File: config.mk
export PLATFORM = sky130hd
export DESIGN_NAME = sdreg_coalesce_bridge
export DESIGN_NICKNAME = d
export VERILOG_FILES = /design/src/rtl/sdreg_coalesce_bridge.sv
export SDC_FILE = /design/constraint.sdc
export NUM_CORES = 1
export LEC_CHECK = 0
export BUFFER_PORTS_ARGS = -buffer_cell sky130_fd_sc_hd__buf_2
export CELL_PAD_IN_SITES_DETAIL_PLACEMENT = 1
export CELL_PAD_IN_SITES_GLOBAL_PLACEMENT = 2
export CORE_ASPECT_RATIO = 1.1
export CORE_MARGIN = 3
export CORE_UTILIZATION = 34
export DETAILED_ROUTE_END_ITERATION = 10
export GPL_TIMING_DRIVEN = 1
export PLACE_DENSITY_LB_ADDON = 0.1
export SYNTH_ARGS = -nofsm -noshare
export SYNTH_HDL_FRONTEND = slang
export SYNTH_SLANG_ARGS = --single-unit
File: constraint.sdc
create_clock -name clk -period 4.4 [get_ports clk]
set_clock_uncertainty 0.05 [all_clocks]
set_input_delay 0.66 -clock clk [delete_from_list [all_inputs] [get_ports clk]]
set_output_delay 0.66 -clock clk [all_outputs]
set_load 0.03 [all_outputs]
File: src/rtl/sdreg_coalesce_bridge.sv
module sdreg_coalesce_bridge #(
  parameter int AW = 8,
  parameter int HZ_W = 32,
  parameter int CPU_W = 8,
  parameter logic [AW-1:0] BLKSZ_OFS = 'h04,
  parameter logic [AW-1:0] BLKCNT_OFS = 'h06,
  parameter logic [AW-1:0] XFER_OFS = 'h0C,
  parameter logic [AW-1:0] CMD_OFS = 'h0E,
  parameter int SLOW_HZ = 400000,
  parameter int GUARD_CLKS = 4,
  parameter int ZERO_US = 10
) (
  input  logic             clk,
  input  logic             rst_n,
  input  logic             up_valid,
  output logic             up_ready,
  input  logic             up_write,
  input  logic [1:0]       up_size,
  input  logic [AW-1:0]    up_addr,
  input  logic [31:0]      up_wdata,
  output logic             up_rvalid,
  output logic [31:0]      up_rdata,
  output logic             dn_req,
  output logic             dn_write,
  output logic [AW-1:0]    dn_addr,
  output logic [31:0]      dn_wdata,
  input  logic [31:0]      dn_rdata,
  input  logic [HZ_W-1:0]  card_hz,
  input  logic [CPU_W-1:0] cyc_per_us
);

  localparam logic [AW-1:0] BLK_WORD = {BLKSZ_OFS[AW-1:2], 2'b00};
  localparam int US_W = $clog2(ZERO_US + 1);
  localparam logic [HZ_W+1:0] LIMIT = (HZ_W+2)'(GUARD_CLKS * 1000000);

  typedef enum logic [2:0] {S_IDLE, S_FETCH, S_MERGE, S_WR_BLK, S_WR_MAIN, S_WAIT, S_RESP} st_t;

  st_t st;
  logic             op_w;
  logic [1:0]       op_sz;
  logic [AW-1:0]    op_a;
  logic [31:0]      op_d;
  logic [31:0]      sh_blk, sh_cmd, wbuf, rd_q;
  logic             blk_v, cmd_v, pend;
  logic [CPU_W-1:0] sub;
  logic [US_W-1:0]  us;
  logic [HZ_W+1:0]  acc;

  function automatic logic [4:0] lane(input logic [AW-1:0] a);
    return {a[1:0], 3'b000};
  endfunction

  function automatic logic [31:0] merge(input logic [31:0] old, input logic [1:0] sz,
                                        input logic [AW-1:0] a, input logic [31:0] d);
    logic [31:0] m, v;
    m = (sz == 2'd0 ? 32'h0000_00FF : 32'h0000_FFFF) << lane(a);
    v = {16'h0, d[15:0]} << lane(a);
    return (old & ~m) | (v & m);
  endfunction

  function automatic logic [31:0] extract(input logic [31:0] w, input logic [1:0] sz,
                                          input logic [AW-1:0] a);
    return (w >> lane(a)) & (sz == 2'd0 ? 32'h0000_00FF : 32'h0000_FFFF);
  endfunction

  wire in_half = (up_size == 2'd1);
  wire in_blk  = in_half && (up_addr == BLKSZ_OFS || up_addr == BLKCNT_OFS);
  wire in_xfer = in_half && (up_addr == XFER_OFS);
  wire in_cmd  = in_half && (up_addr == CMD_OFS);
  wire op_half = (op_sz == 2'd1);
  wire op_blk  = op_half && (op_a == BLKSZ_OFS || op_a == BLKCNT_OFS);
  wire op_xfer = op_half && (op_a == XFER_OFS);

  wire slow = card_hz <= HZ_W'(SLOW_HZ);
  wire [CPU_W-1:0] cpu_last = (cyc_per_us == '0) ? '0 : cyc_per_us - 1'b1;
  wire [HZ_W+1:0] acc_nx = acc + {2'b00, card_hz};
  wire wait_done = (card_hz == '0) ? (us == US_W'(ZERO_US - 1)) : (acc_nx >= LIMIT);

  assign up_ready  = (st == S_IDLE);
  assign up_rvalid = (st == S_RESP);
  assign up_rdata  = rd_q;
  assign dn_req    = (st == S_FETCH) || (st == S_WR_BLK) || (st == S_WR_MAIN);
  assign dn_write  = (st == S_WR_BLK) || (st == S_WR_MAIN);
  assign dn_addr   = (st == S_WR_BLK) ? BLK_WORD : {op_a[AW-1:2], 2'b00};
  assign dn_wdata  = (st == S_WR_BLK) ? sh_blk : wbuf;

  always_ff @(posedge clk) begin
    if (!rst_n) begin
      st <= S_IDLE;
      op_w <= 1'b0; op_sz <= '0; op_a <= '0; op_d <= '0;
      sh_blk <= '0; sh_cmd <= '0; wbuf <= '0; rd_q <= '0;
      blk_v <= 1'b0; cmd_v <= 1'b0; pend <= 1'b0;
      sub <= '0; us <= '0; acc <= '0;
    end else begin
      case (st)
        S_IDLE: if (up_valid) begin
          op_w <= up_write; op_sz <= up_size; op_a <= up_addr; op_d <= up_wdata;
          if (!up_write) begin
            if (in_xfer && cmd_v) begin
              rd_q <= extract(sh_cmd, up_size, up_addr);
              st <= S_RESP;
            end else if (in_blk && blk_v) begin
              rd_q <= extract(sh_blk, up_size, up_addr);
              st <= S_RESP;
            end else st <= S_FETCH;
          end else if (up_size[1]) begin
            wbuf <= up_wdata;
            st <= S_WR_MAIN;
          end else if (in_cmd) begin
            wbuf <= merge(sh_cmd, up_size, up_addr, up_wdata);
            cmd_v <= 1'b0;
            st <= blk_v ? S_WR_BLK : S_WR_MAIN;
          end else if (in_blk && blk_v) begin
            sh_blk <= merge(sh_blk, up_size, up_addr, up_wdata);
          end else st <= S_FETCH;
        end
        S_FETCH: st <= S_MERGE;
        S_MERGE: begin
          if (!op_w) begin
            rd_q <= op_sz[1] ? dn_rdata : extract(dn_rdata, op_sz, op_a);
            st <= S_RESP;
          end else if (op_xfer) begin
            sh_cmd <= merge(dn_rdata, op_sz, op_a, op_d);
            cmd_v <= 1'b1;
            st <= S_IDLE;
          end else if (op_blk) begin
            sh_blk <= merge(dn_rdata, op_sz, op_a, op_d);
            blk_v <= 1'b1;
            st <= S_IDLE;
          end else begin
            wbuf <= merge(dn_rdata, op_sz, op_a, op_d);
            st <= S_WR_MAIN;
          end
        end
        S_WR_BLK: begin
          blk_v <= 1'b0;
          pend <= 1'b1;
          sub <= '0; us <= '0; acc <= '0;
          st <= slow ? S_WAIT : S_WR_MAIN;
        end
        S_WR_MAIN: begin
          pend <= 1'b0;
          sub <= '0; us <= '0; acc <= '0;
          st <= slow ? S_WAIT : S_IDLE;
        end
        S_WAIT: begin
          if (sub >= cpu_last) begin
            sub <= '0;
            us <= us + 1'b1;
            acc <= acc_nx;
            if (wait_done) st <= pend ? S_WR_MAIN : S_IDLE;
          end else sub <= sub + 1'b1;
        end
        S_RESP: st <= S_IDLE;
        default: st <= S_IDLE;
      endcase
    end
  end

  p_flush_hits_blk_word_r4: assert property (@(posedge clk) disable iff (!rst_n)
    $fell(blk_v) |-> $past(dn_req && dn_write && dn_addr == BLK_WORD));

  p_flush_then_cmd_r4: assert property (@(posedge clk) disable iff (!rst_n)
    (st == S_WR_BLK) |=> (st == S_WAIT || st == S_WR_MAIN));

  p_slow_spacing_r7: assert property (@(posedge clk) disable iff (!rst_n)
    (dn_req && dn_write && slow) |=> !dn_req);

  p_rvalid_pulse_r10: assert property (@(posedge clk) disable iff (!rst_n)
    up_rvalid |=> (!up_rvalid && up_ready));

  p_shadow_hit_quiet_r2: assert property (@(posedge clk) disable iff (!rst_n)
    (up_valid && up_ready && up_write && in_blk && blk_v) |=> (!dn_req && up_ready));

  p_word_keeps_shadow_r8: assert property (@(posedge clk) disable iff (!rst_n)
    (up_valid && up_ready && up_size[1]) |=> ($stable(blk_v) && $stable(cmd_v)));

endmodule

==> results_dict.tcl <==
set metrics [dict create \
    status "complete, no violations" \
    globalRoute.totalOverflow 0 \
    grt_max_degree 77 \
    post-dp-hpwl_um 43700 \
    cp.buffers_inverters 2 \
    cts_resized 0 \
    finalSetupViolCount 0 \
    portBuffers 191 \
    numCtsBuffers 26 \
    clk_latency_ns 0.55 \
    critPathRequiredTime_ns 4.84 \
    path_class "primary input to flop" \
    path_delay_family "simple AND/OR/NAND/NOR gates" \
    cts_hold_buf 0 \
    worst_pin_slew_ns 1.11 \
    worst_setup_path_start_kind "primary input" \
    switchingPower_mw 1.67 \
    period_share_pct 81.3 \
    cts-root-buf "clkbuf_16" \
    peakVddDrop_mv 0.248 \
    powerDensity_nw_per_um2 325 \
    dp_slack_ns 0.258 \
    dp_cells 2465 \
    fp.dieArea_um2 43500 \
    synth-edff-count 0 \
    p_sw_share_pct 31.7 \
    min_path_type "primary input to flop" \
    grt_first_pass_wirelength_um 88500 \
    synth_top_flop_cell "dfxtp_1" \
    seq_area_frac_synth_pct 29.7 \
    finalSetupTns_ns 0 \
    antenna_cells 0 \
    finalMaxSlewViolations 0 \
    fp.dieH_um 218 \
    die_w_um 199 \
    slowest_delay_ns 0.53 \
    fin_area_um2 16200 \
    drtPass1Iterations 5 \
    rsz0062_at_grt "false" \
    drv_cap 0 \
    whs_ns 0.325 \
    wl_um 57900 \
    syn_inst 1866 \
    post-route-min-period_ns 3.58 \
    power.share.sequential_pct 38.1 \
    async_flop_share_pct 0 \
    drc_errors 0 \
    start_util_pct 34.5 \
    io_pins 194 \
    r2r_slack_ns 1.01 \
    synthesis.area_um2 13900 \
    fmax_mhz 279 \
    h-tree-depth 1 \
    crit_fanout 14 \
    core_um2 40400 \
    cts_sinks 207 \
    arrival_ns 4.02 \
    setup_ws_ns 0.821 \
    maxSlewHeadroom_pct 25.5 \
    finalHoldViolations 0 \
    yosys_warnings 0 \
    mostFrequentLayoutCells "nand2_1, nor2_1, dfxtp_1, buf_2, a21oi_1" \
    vias 14300 \
    drtIter0Drc 692 \
    final_nets 2143 \
    num_rows 77 \
    area_delta_synth_final_pct 15.9 \
    cp_slowest_cell "or4_1" \
    grt_pass1_vias 14800 \
    antenna_found_initial 0 \
    track_usage_pct 26.2 \
    wl_per_cell_um 23.1 \
    postSynthAreaPerCell_um2 7.47 \
    power_frac_clock_pct 41.4 \
    antenna_left 0 \
    cts_setup_buffers 0 \
    avgViaCountPerCell 5.71 \
    post_dp_cell_area_um2 15300 \
    path_clk_slew_ns 0.06 \
    end_kind "flop" \
    post-route-util_pct 40.0 \
    cts.path.max_buffers 3 \
    ys_ff_latch 207 \
    final_common_cell "nand2_1" \
    instances_no_fill 2510 \
    p_leak_nw 6.72 \
    p_total_mw 5.26 \
    crit_chain "buf_2, or4_1, or3_1, and2_1, ha_1, nand2b_1, a21o_1, a21o_1, a211o_1, a21oi_1, o21ai_1, and2_1, buf_12, nor3_1, o21a_1" \
    internal_power_mw 3.59 \
    combPwrFrac_pct 20.5 \
    synth_cell_type_count 77 \
    cts_tree "done" \
    drive_gt1_share_pct 17.9 \
    globalplace.congestion 0.864 \
]
-- per-layer routing --
layer	global-route usage [%]	vias up	share of wire [%]
li1	-	6897	-
met1	31.5	7044	42
met2	46.9	276	50
met3	2.71	108	3.2
met4	11.4	0	4.8
met5	0	-	0
-- worst paths after layout --
path | start | to | cells after the start
worst max register to register | acc[0] | st[0] | 12
worst min register to register | wbuf[31] | wbuf[31] | 2
worst min-delay path | up_addr[6] | op_a[6] | 3
worst max-delay path | cyc_per_us[5] | acc[1] | 15
-- worst register-to-register path: cells and delay by family, from the launching register on --
| family | cells | cell delay (ns) |
|---|---|---|
| flops | 1 | 0.35 |
| fa+ha+maj | 2 | 0.57 |
| buf+inv | 1 | 0.06 |
| compound gates | 8 | 2.06 |
| simple gates | 1 | 0.21 |
-- Yosys cell counts, types with 9 or more instances --
cell type	instances	area share, %
inv_1	41	1.1
a21boi_0	49	2.6
o21ai_1	9	0.32
mux2_2	39	3.1
o211a_1	16	1.1
buf_2	13	0.47
ha_1	44	3.9
xnor2_1	12	0.75
nor2b_1	24	1.1
o221ai_1	11	0.69
a211oi_1	58	3.1
xor2_1	20	1.3
nand3_1	60	2.2
a31oi_1	13	0.58
nand2b_1	34	1.5
clkbuf_1	118	3.2
o21a_1	23	1.2
nor3_1	39	1.4
nand2_1	252	6.8
buf_1	11	0.30
a22oi_1	21	1.1
o21ai_0	105	3.8
and3_1	22	0.99
nor2_1	212	5.7
a21oi_1	172	6.2
o221a_2	16	1.3
o211ai_1	24	1.3
nand4_1	11	0.49
mux2i_1	41	2.9
and2_1	28	1.3
dfxtp_1	207	30
-- cell type report --
type,instances,area (um^2)
clock buffers,40,774
inverters,42,158
well taps,513,642
flip-flops and latches,207,4140
fillers,4992,24200
repair buffers,231,1280
clock inverters,5,75.1
multi-input cells,1472,9090
-- power by group through the flow --
stage                     clock network (mW)  logic [mW]  registers (mW)
after floorplan                            0       0.674            2.02
after global placement                     0        1.06            2.04
after detailed placement                   0        1.08            2.04
after CTS                               2.23        1.08            2.00
after global routing                    2.31        1.18            2.01
final                                   2.18        1.08            2.00
-- logic make-up (layout without fill, tap and decap cells) --
logic type | Yosys count | count (layout) | synth area share (%)
simple gates | 732 | 732 | 24.3
other cells | 1 | 2 | 0.0269
compound gates | 571 | 571 | 27.0
fa+ha+maj | 45 | 45 | 4.09
flops | 207 | 207 | 29.7
buf+inv | 188 | 318 | 5.34
xor+xnor | 32 | 32 | 2.01
mux | 90 | 90 | 7.55
(Power assumes the default switching activity.)
